## src/rtl/adc_seq_pkg.sv

```systemverilog
package adc_seq_pkg;

  localparam int unsigned CFG_STEPS = 11;

  localparam logic [2:0] REG_SETUP = 3'd1;
  localparam logic [2:0] REG_CLOCK = 3'd2;
  localparam logic [2:0] REG_DATA  = 3'd3;
  localparam logic [2:0] REG_TEST  = 3'd4;

  localparam logic [7:0] CLOCK_VAL  = 8'h0C;
  localparam logic [7:0] TEST_VAL   = 8'h00;
  localparam logic [7:0] FILL_BYTE  = 8'hFF;
  localparam logic [1:0] MODE_SELFCAL = 2'b01;

  typedef enum logic [1:0] {
    SQ_IDLE,
    SQ_LAUNCH,
    SQ_WAIT
  } seq_state_e;

  function automatic logic [7:0] cmd_byte(input logic [2:0] regsel,
                                          input logic rd,
                                          input logic [1:0] ch);
    return {1'b0, regsel, rd, 1'b0, ch};
  endfunction

endpackage

```

## src/rtl/spi_byte_engine.sv

```systemverilog
module spi_byte_engine #(
  parameter int unsigned HALF_DIV = 4
) (
  input  logic       clk,
  input  logic       rst_n,
  input  logic       start,
  input  logic [7:0] tx,
  input  logic       miso,
  output logic       busy,
  output logic       byte_done,
  output logic [7:0] rx,
  output logic       sclk,
  output logic       mosi
);
  localparam int unsigned CW = (HALF_DIV < 2) ? 1 : $clog2(HALF_DIV);
  localparam logic [CW-1:0] CNT_LAST = CW'(HALF_DIV - 1);

  logic [CW-1:0] cnt;
  logic [2:0]    bitn;
  logic [7:0]    sh;

  always_ff @(posedge clk or negedge rst_n) begin
    if (!rst_n) begin
      busy      <= 1'b0;
      byte_done <= 1'b0;
      rx        <= '0;
      sclk      <= 1'b1;
      mosi      <= 1'b1;
      cnt       <= '0;
      bitn      <= '0;
      sh        <= '0;
    end else begin
      byte_done <= 1'b0;
      if (!busy) begin
        if (start) begin
          busy <= 1'b1;
          sh   <= tx;
          mosi <= tx[7];
          sclk <= 1'b0;
          cnt  <= '0;
          bitn <= '0;
        end
      end else if (cnt == CNT_LAST) begin
        cnt <= '0;
        if (!sclk) begin
          sclk <= 1'b1;
          rx   <= {rx[6:0], miso};
        end else if (bitn == 3'd7) begin
          busy      <= 1'b0;
          byte_done <= 1'b1;
        end else begin
          bitn <= bitn + 3'd1;
          sclk <= 1'b0;
          mosi <= sh[6];
          sh   <= {sh[6:0], 1'b0};
        end
      end else begin
        cnt <= cnt + CW'(1);
      end
    end
  end

  // clock idles high between bytes
  p_sclk_idle_r9: assert property (@(posedge clk) disable iff (!rst_n)
    !busy |-> sclk);

  // data never moves on the rising edge
  p_mosi_hold_r9: assert property (@(posedge clk) disable iff (!rst_n)
    $rose(sclk) |-> $stable(mosi));

endmodule

```

## src/rtl/adc_seq_ctrl.sv

```systemverilog
module adc_seq_ctrl
  import adc_seq_pkg::*;
#(
  parameter int unsigned SYNC_BYTES = 7
) (
  input  logic       clk,
  input  logic       rst_n,
  input  logic       start,
  input  logic [1:0] chan,
  input  logic [7:0] setup,
  input  logic       power_up,
  input  logic       byte_done,
  input  logic [7:0] rx,
  output logic       byte_start,
  output logic [7:0] tx,
  output logic       cs_n,
  output logic       idle,
  output logic       done,
  output logic       ok,
  output logic [7:0] readback
);
  localparam int unsigned TOTAL = SYNC_BYTES + CFG_STEPS;
  localparam int unsigned IW    = $clog2(TOTAL + 1);
  localparam logic [IW-1:0] IDX_FIRST_CFG = IW'(SYNC_BYTES);
  localparam logic [IW-1:0] IDX_LAST      = IW'(TOTAL - 1);

  seq_state_e    state;
  logic [IW-1:0] idx;
  logic [IW-1:0] step;
  logic [1:0]    chan_l;
  logic [7:0]    setup_l;
  logic          pu_l;
  logic [7:0]    setup_sent;

  assign setup_sent = pu_l ? {MODE_SELFCAL, setup_l[5:0]} : setup_l;
  assign step       = idx - IDX_FIRST_CFG;
  assign idle       = (state == SQ_IDLE);

  always_comb begin
    tx = FILL_BYTE;
    if (idx >= IDX_FIRST_CFG) begin
      case (step)
        IW'(0):  tx = cmd_byte(REG_SETUP, 1'b0, chan_l);
        IW'(1):  tx = setup_sent;
        IW'(2):  tx = cmd_byte(REG_CLOCK, 1'b0, chan_l);
        IW'(3):  tx = CLOCK_VAL;
        IW'(4):  tx = cmd_byte(REG_TEST, 1'b0, chan_l);
        IW'(5):  tx = TEST_VAL;
        IW'(6):  tx = cmd_byte(REG_DATA, 1'b1, chan_l);
        IW'(9):  tx = cmd_byte(REG_SETUP, 1'b1, chan_l);
        default: tx = FILL_BYTE;
      endcase
    end
  end

  always_ff @(posedge clk or negedge rst_n) begin
    if (!rst_n) begin
      state      <= SQ_IDLE;
      idx        <= '0;
      chan_l     <= '0;
      setup_l    <= '0;
      pu_l       <= 1'b0;
      cs_n       <= 1'b1;
      byte_start <= 1'b0;
      done       <= 1'b0;
      ok         <= 1'b0;
      readback   <= '0;
    end else begin
      byte_start <= 1'b0;
      done       <= 1'b0;
      case (state)
        SQ_IDLE: begin
          if (start) begin
            chan_l  <= chan;
            setup_l <= setup;
            pu_l    <= power_up;
            idx     <= power_up ? '0 : IDX_FIRST_CFG;
            cs_n    <= 1'b0;
            state   <= SQ_LAUNCH;
          end
        end
        SQ_LAUNCH: begin
          byte_start <= 1'b1;
          state      <= SQ_WAIT;
        end
        SQ_WAIT: begin
          if (byte_done) begin
            if (idx == IDX_LAST) begin
              readback <= rx;
              ok       <= (rx == setup_sent);
              done     <= 1'b1;
              cs_n     <= 1'b1;
              state    <= SQ_IDLE;
            end else begin
              idx   <= idx + IW'(1);
              state <= SQ_LAUNCH;
            end
          end
        end
        default: state <= SQ_IDLE;
      endcase
    end
  end

  // completion strobe lasts a single cycle
  p_done_pulse_r7: assert property (@(posedge clk) disable iff (!rst_n)
    done |=> !done);

  // results stay put between completions
  p_result_hold_r7: assert property (@(posedge clk) disable iff (!rst_n)
    !done |-> $stable(readback) && $stable(ok));

endmodule

```

## src/rtl/adc_setup_seq.sv

```systemverilog
module adc_setup_seq #(
  parameter int unsigned HALF_DIV   = 4,
  parameter int unsigned SYNC_BYTES = 7
) (
  input  logic       clk,
  input  logic       rst_n,
  input  logic       req_valid,
  output logic       req_ready,
  input  logic [1:0] req_chan,
  input  logic [7:0] req_setup,
  input  logic       req_power_up,
  output logic       done,
  output logic       ok,
  output logic [7:0] readback,
  output logic       spi_cs_n,
  output logic       spi_sclk,
  output logic       spi_mosi,
  input  logic       spi_miso
);
  logic       byte_start;
  logic       byte_done;
  logic       eng_busy;
  logic [7:0] tx_byte;
  logic [7:0] rx_byte;
  logic       seq_idle;

  assign req_ready = seq_idle;

  adc_seq_ctrl #(.SYNC_BYTES(SYNC_BYTES)) u_ctrl (
    .clk        (clk),
    .rst_n      (rst_n),
    .start      (req_valid && req_ready),
    .chan       (req_chan),
    .setup      (req_setup),
    .power_up   (req_power_up),
    .byte_done  (byte_done),
    .rx         (rx_byte),
    .byte_start (byte_start),
    .tx         (tx_byte),
    .cs_n       (spi_cs_n),
    .idle       (seq_idle),
    .done       (done),
    .ok         (ok),
    .readback   (readback)
  );

  spi_byte_engine #(.HALF_DIV(HALF_DIV)) u_eng (
    .clk       (clk),
    .rst_n     (rst_n),
    .start     (byte_start),
    .tx        (tx_byte),
    .miso      (spi_miso),
    .busy      (eng_busy),
    .byte_done (byte_done),
    .rx        (rx_byte),
    .sclk      (spi_sclk),
    .mosi      (spi_mosi)
  );

  // chip select held across every byte
  p_cs_during_byte_r8: assert property (@(posedge clk) disable iff (!rst_n)
    eng_busy |-> !spi_cs_n);

  // chip select released when the result is reported
  p_done_release_r8: assert property (@(posedge clk) disable iff (!rst_n)
    done |-> spi_cs_n);

  // an accepted request drops ready next cycle
  p_accept_r2: assert property (@(posedge clk) disable iff (!rst_n)
    (req_valid && req_ready) |=> !req_ready);

endmodule

```

## config.mk

```make
export PLATFORM = sky130hd
export DESIGN_NAME = adc_setup_seq
export DESIGN_NICKNAME = d
export VERILOG_FILES = /design/src/rtl/adc_seq_pkg.sv /design/src/rtl/spi_byte_engine.sv /design/src/rtl/adc_seq_ctrl.sv /design/src/rtl/adc_setup_seq.sv
export SDC_FILE = /design/constraint.sdc
export NUM_CORES = 1
export LEC_CHECK = 0
export ABC_AREA = 0
export BUFFER_PORTS_ARGS = -buffer_cell sky130_fd_sc_hd__clkbuf_2
export CORE_MARGIN = 8
export CORE_UTILIZATION = 53
export CTS_CLUSTER_DIAMETER = 30
export CTS_CLUSTER_SIZE = 25
export DETAILED_ROUTE_END_ITERATION = 16
export GPL_ROUTABILITY_DRIVEN = 0
export HOLD_SLACK_MARGIN = 0.03
export PLACE_DENSITY = 0.76
export SETUP_SLACK_MARGIN = 0.15
export SLEW_MARGIN = 20
export SYNTH_ARGS = -nofsm -noshare
export SYNTH_HDL_FRONTEND = slang
export SYNTH_SLANG_ARGS = --single-unit
```

## constraint.sdc

```tcl
create_clock -name clk -period 2 [get_ports clk]
set_clock_uncertainty 0.15 [all_clocks]
set_input_delay 0.6 -clock clk [delete_from_list [all_inputs] [get_ports clk]]
set_output_delay 0.6 -clock clk [all_outputs]
set_load 0.05 [all_outputs]
```

After elaboration in Yosys (flattened, before gate mapping)
Cells that the tools add are included. W data, S select, Z words.

Add/subtract/negate cells: 4. Reduce and logical (&&, ||, !) cells: 13. Mux-type cells: 51. Bitwise operators: 1. Order comparisons: 1. Eq/ne operators: 20.

Operator list (number): $pmux W8 S8 (1); $mux W7 (5); $mux W1 (26); $mux W3 (6); $mux W8 (2); $eq A5 B3 Y1 const B (3); $mux W5 (3); $reduce_and A4 Y1 (3); $eq A5 B2 Y1 const B (2); $mux W2 (5); $pmux W5 S2 (1); $eq A8 B8 Y1 (1); $ne A2 B2 Y1 const B (4); $ne A2 B1 Y1 const B (3); $pmux W2 S3 (1); $reduce_and A2 Y1 (3); $reduce_and A3 Y1 (2); $add A5 B1 Y5 const B (1); $eq A5 B1 Y1 const B (1); $eq A5 B4 Y1 const B (1); $eq A5 B5 Y1 const B (1); $ge A5 B3 Y1 const B (1); $logic_not A5 Y1 (1); $sub A5 B3 Y5 const B (1); other kinds (10) (12).

Word-level logic and storage cells: 108. Input port bits: 15. Output and inout port bits: 14. Flip-flop bits (word level): 54.

Depth between registers and ports, before layout
Depth after elaboration: 6. Depth in mapped cells: 8. Depth with buffers taken out: 7.

Cells and area by module
A second synthesis with hierarchy kept.

Cells, all modules: 251. Area total of the unflattened synthesis: 2931.6 µm².

By module, submodules not included: adc_seq_ctrl (cells each 172, area each 1800.5 µm², seq. area each 752.0 µm², instances 1); spi_byte_engine (cells each 78, area each 1124.8 µm², seq. area each 603.1 µm², instances 1); adc_setup_seq (cells each 1, area each 6.3 µm², seq. area each 0.0 µm², instances 1).

Least setup slack after synthesis
Ideal clock, no wire load.

Path kind: flip-flop to flip-flop. Start point: register u_ctrl.state[1]. End point: register u_ctrl.chan_l[1]. Clock period less this slack: 2255 ps. Stages on the path, launching flop included: 5. Buffers on the path: 1. Setup time: 125 ps. Arrival: 1980 ps. Setup slack: -255 ps. Data required time: 1725 ps. Path through: dfrtp_1 -> nor2_1 -> and2_0 -> buf_2 -> mux2_2.

Cells in the longest elaborated chain, start to end: 3.

RTL lines: start, declared (RTL line adc_seq_ctrl.sv:27) `seq_state_e state;`; start signal, assigned (RTL line adc_seq_ctrl.sv:58) `state <= SQ_IDLE;`; start signal, assigned (RTL line adc_seq_ctrl.sv:79) `state <= SQ_LAUNCH;`; start signal, assigned (RTL line adc_seq_ctrl.sv:84) `state <= SQ_WAIT;`; $logic_not A2 Y1 * (RTL line adc_seq_ctrl.sv:37) `assign idle = (state == SQ_IDLE);`; net req_ready (RTL line adc_setup_seq.sv:8) `output logic req_ready,`; $logic_and A1 B1 Y1 (RTL line adc_setup_seq.sv:32) `.start (req_valid && req_ready),`; $reduce_and A2 Y1 (no source line) *; end signal, assigned (RTL line adc_seq_ctrl.sv:74) `chan_l <= chan;`; end, declared (RTL line adc_seq_ctrl.sv:30) `logic [1:0] chan_l;`.

The timed path passes the listed nets; every way through them passes the cells marked *. A chain may end at the register's enable or synchronous reset.

Worst setup path after layout
Start point: register u_ctrl.idx[0]. End point: register u_eng.sh[5].

Cells in the longest elaborated chain, start to end: 6. Elaborated cells on any way between the ends: 14. Classes of those cells: 1 x add/sub; 1 x order compare; 7 x eq/ne; 4 x mux; 1 x reduce/logical.

RTL lines: start, declared (RTL line adc_seq_ctrl.sv:28) `logic [IW-1:0] idx;`; start signal, assigned (RTL line adc_seq_ctrl.sv:77) `idx <= power_up ? '0 : IDX_FIRST_CFG;`; start signal, assigned (RTL line adc_seq_ctrl.sv:95) `idx <= idx + IW'(1);`; $sub A5 B3 Y5 (RTL line adc_seq_ctrl.sv:36) `assign step = idx - IDX_FIRST_CFG;`; $eq A5 B4 Y1 (tied with other cells) (RTL line adc_seq_ctrl.sv:42) `case (step)`; $pmux W8 S8 (RTL line adc_seq_ctrl.sv:42); $mux W8 * (RTL line adc_seq_ctrl.sv:41) `if (idx >= IDX_FIRST_CFG) begin`; $mux W7 * (RTL line spi_byte_engine.sv:35) `if (start) begin`; $mux W7 * (RTL line spi_byte_engine.sv:34) `if (!busy) begin`; end signal, assigned (RTL line spi_byte_engine.sv:37) `sh <= tx;`; end signal, assigned (RTL line spi_byte_engine.sv:55) `sh <= {sh[6:0], 1'b0};`; end, declared (RTL line spi_byte_engine.sv:20) `logic [7:0] sh;`.

Mark *: on every way between the ends. The rest lies on a longest branch, timed or not. The select of a mux whose other input is x is not followed.

==> flow_metrics.env <==
export IMPL_status="finished with violations"
export IMPL_violations="setup timing"
export IMPL_vias=2145
export IMPL_totalWireLength_microns=6520
export IMPL_fin_nets=323
export IMPL_dr_pass1_iters=4
export IMPL_peakVddDrop_uv=878
export IMPL_yosysWarnings=0
export IMPL_drtAntennaViolNets=0
export IMPL_clk_pin_slew_worst_paths_ps=100
export IMPL_path_class="reg -> reg"
export IMPL_diodes=0
export IMPL_grt_overflow_total=0
export IMPL_hold_viol=0
export IMPL_fp_coreArea_sq_um=5070
export IMPL_rows=26
export IMPL_synth_area_per_cell_sq_um=11.1
export IMPL_cts_root_buffer_cell="clkbuf_8"
export IMPL_drc_errors=0
export IMPL_drv_cap=0
export IMPL_num_io_pins=29
export IMPL_path_cells="buf_6, a21bo_4, a2111oi_4, or2_4, a32oi_2, a211oi_2"
export IMPL_area_growth_pct=26.7
export IMPL_worst_slack_ps=-28.6
export IMPL_synth_async_reset_ratio_pct=100
export IMPL_slew_viol_final=0
export IMPL_max_stage_delay_ps=490
export IMPL_ys_ff_latch=54
export IMPL_cts_hold_fix_buffers=0
export IMPL_synth_edf_count=0
export IMPL_fin_crit_sh_pct=101
export IMPL_start_util_pct=54.3
export IMPL_cts_buffers=5
export IMPL_worstSetupEndpointType="flip-flop"
export IMPL_rsz0062_at_grt="true"
export IMPL_cp_required_ps=2070
export IMPL_grt_pass1_wl_microns=10800
export IMPL_powerDensity_nw_per_um2=1480
export IMPL_io_buffer_count=28
export IMPL_setup_viol=4
export IMPL_ys_flop_type="dfrtp_1"
export IMPL_dp_cells=356
export IMPL_die_h_microns=88.1
export IMPL_drive_gt1_share_pct=42.9
export IMPL_crit_buf_inv=1
export IMPL_crit_slowest_cell="dfrtp_2"
export IMPL_crit_family="compound AO/OA/AOI/OAI gates"
export IMPL_grt_max_degree=42
export IMPL_fin_crit_ps=2030
export IMPL_fin_cells=371
export IMPL_synth_area_sq_um=2760
export IMPL_htreeDepth=2
export IMPL_dr_first_iter_drc_count=134
export IMPL_crit_fanout=6
export IMPL_timing_fmax_mhz=493
export IMPL_die_width_microns=88.1
export IMPL_yosys_cell_types_count=54
export IMPL_antenna_found_initial=0
export IMPL_tritoncts="yes"
export IMPL_syn_inst=249
export IMPL_total_power_w=0.00517
export IMPL_crit_path_start_kind="flip-flop"
export IMPL_slew_headroom_pct=69.4
export IMPL_ys_seq_area_share_pct=49.1
export IMPL_p_leak_nw=1.51
export IMPL_wire_per_inst_microns=17.6
export IMPL_grt_pass1_vias=2192
export IMPL_hpwl_microns=4430
export IMPL_clock_sinks=54
export IMPL_clk_latency_ps=310
export IMPL_via_per_inst=5.78
export IMPL_clockBufferDepth=2
export IMPL_crit_arrival_ps=2100
export IMPL_worst_slew_pin_slew_ps=458
export IMPL_die_area_sq_um=7770
export IMPL_syn_nets=272
export IMPL_hold_class="in -> async"
export IMPL_grt_util_all_layers_pct=17.8
==> worst reg2reg max path: stages (launching register included) <==
cell and delay (ps):
dfrtp_2 490, buf_6 150, a21bo_4 220, a2111oi_4 350, or2_4 220, a32oi_2 110
a211oi_2 250
==> kinds of logic (layout without fill, tap and decap cells) <==
kind of cell	count (synthesis)	count (layout)	share of synthesized area, %
simple gates	69	69	13.6
compound gates	58	58	15.4
flops	54	54	49.1
mux	27	27	11.0
buf+inv	23	75	3.99
xor+xnor	10	10	3.18
fa+ha+maj	8	8	3.63
==> routing by layer <==
metal,routed length (microns),GRT usage [%]
met1,2860,22.7
met2,3270,30.0
met3,288,3.94
met4,105,3.84
met5,0,0
==> placed cells by master, fill, tap and decap left out, types with 6 or more instances in the layout <==
master    netlist  routed
a21oi_1         9       9
a31oi_1         6       6
buf_4           1      22
clkbuf_2        0      24
clkbuf_8        0       7
dfrtp_1        51      48
inv_1          13      11
mux2_2         27      27
nand2_1        16      16
nor2_1         13      11
o21ai_0        14      14
xor2_1          6       6
==> layout make-up <==
type / count / area (sq um)
Clock inverter: 2 / 38.8
Inverter: 13 / 48.8
Sequential cell: 54 / 1360
Clock buffer: 6 / 82.6
Timing Repair Buffer: 54 / 399
Multi-Input combinational cell: 172 / 1480
Fill cell: 379 / 1580
Tap cell: 70 / 87.6
==> per-stage QoR <==
step	util (%)	setup slack (ps)	hold slack, ps	area, sq um	setup TNS [ps]
after floorplan	-	94.6	154	2800	0
after global placement	61.5	-3.42	315	3120	-3.42
after detailed placement	61.5	-65.2	327	3120	-310
after CTS	68.1	17.4	42.2	3460	0
after global routing	68.8	-192	58.1	3490	-978
final	68.8	-28.6	33.5	3490	-94.8
==> Yosys cell counts, types with 2 or more instances <==
cell / count / share of area, %
dfrtp_1: 51 / 46
mux2_2: 27 / 11
nand2_1: 16 / 2.2
o21ai_0: 14 / 2.5
inv_1: 13 / 1.8
nor2_1: 13 / 1.8
a21oi_1: 9 / 1.6
ha_1: 8 / 3.6
a31oi_1: 6 / 1.4
nand3_1: 6 / 1.1
xor2_1: 6 / 1.9
nor3_1: 5 / 0.91
a22o_1: 4 / 1.3
buf_2: 4 / 0.73
or3_1: 4 / 0.91
xnor2_1: 4 / 1.3
a21o_1: 3 / 0.82
clkbuf_1: 3 / 0.41
dfstp_2: 3 / 2.9
nand4b_1: 3 / 0.95
nor2b_1: 3 / 0.68
nor4_1: 3 / 0.68
o211ai_1: 3 / 0.82
a211oi_1: 2 / 0.54
a211oi_2: 2 / 0.91
buf_6: 2 / 0.82
nand3b_1: 2 / 0.54
nand4_1: 2 / 0.45
o21ai_1: 2 / 0.36
o31ai_1: 2 / 0.54
==> power by group <==
group	internal (W)	total, W	switching, W
sequential	0.00150	0.00193	0.000430
clock	0.000412	0.000770	0.000359
combinational	0.00119	0.00247	0.00128
==> registers in the layout, indices dropped and copies added, names as in the netlist, 2 cells and up <==
| name | cells |
|---|---|
| u_eng.cnt | 2 |
| u_ctrl.readback | 8 |
| u_eng.rx | 8 |
| u_eng.sh | 7 |
| u_ctrl.setup_l | 8 |
| u_ctrl.idx | 5 |
| u_ctrl.state | 2 |
| u_eng.bitn | 3 |
| u_ctrl.chan_l | 2 |
==> worst paths after layout <==
kind                                            from                        to  slack [ps]  cells past startpoint
max in group asynchronous                      rst_n   u_ctrl.cs_n$_DFFE_PN1P_        1060                      2
min                                            rst_n   u_eng.sh[2]$_DFFE_PN0P_          30                      1
max                        u_ctrl.idx[0]$_DFFE_PN0P_   u_eng.sh[5]$_DFFE_PN0P_         -30                      6
min reg2reg                 u_eng.cnt[0]$_DFFE_PN0P_  u_eng.cnt[0]$_DFFE_PN0P_         340                      1
max reg2reg                u_ctrl.idx[0]$_DFFE_PN0P_   u_eng.sh[5]$_DFFE_PN0P_         -30                      6
min in group clk            u_eng.cnt[0]$_DFFE_PN0P_  u_eng.cnt[0]$_DFFE_PN0P_         340                      1
==> timing repair <==
action                     4_1_cts  5_1_grt
setup buffers                    6        1
setup endpoints to repair       19       26
gates resized for setup         33        8
pin swaps                       10        6
Power figures use the tool's default switching activity.
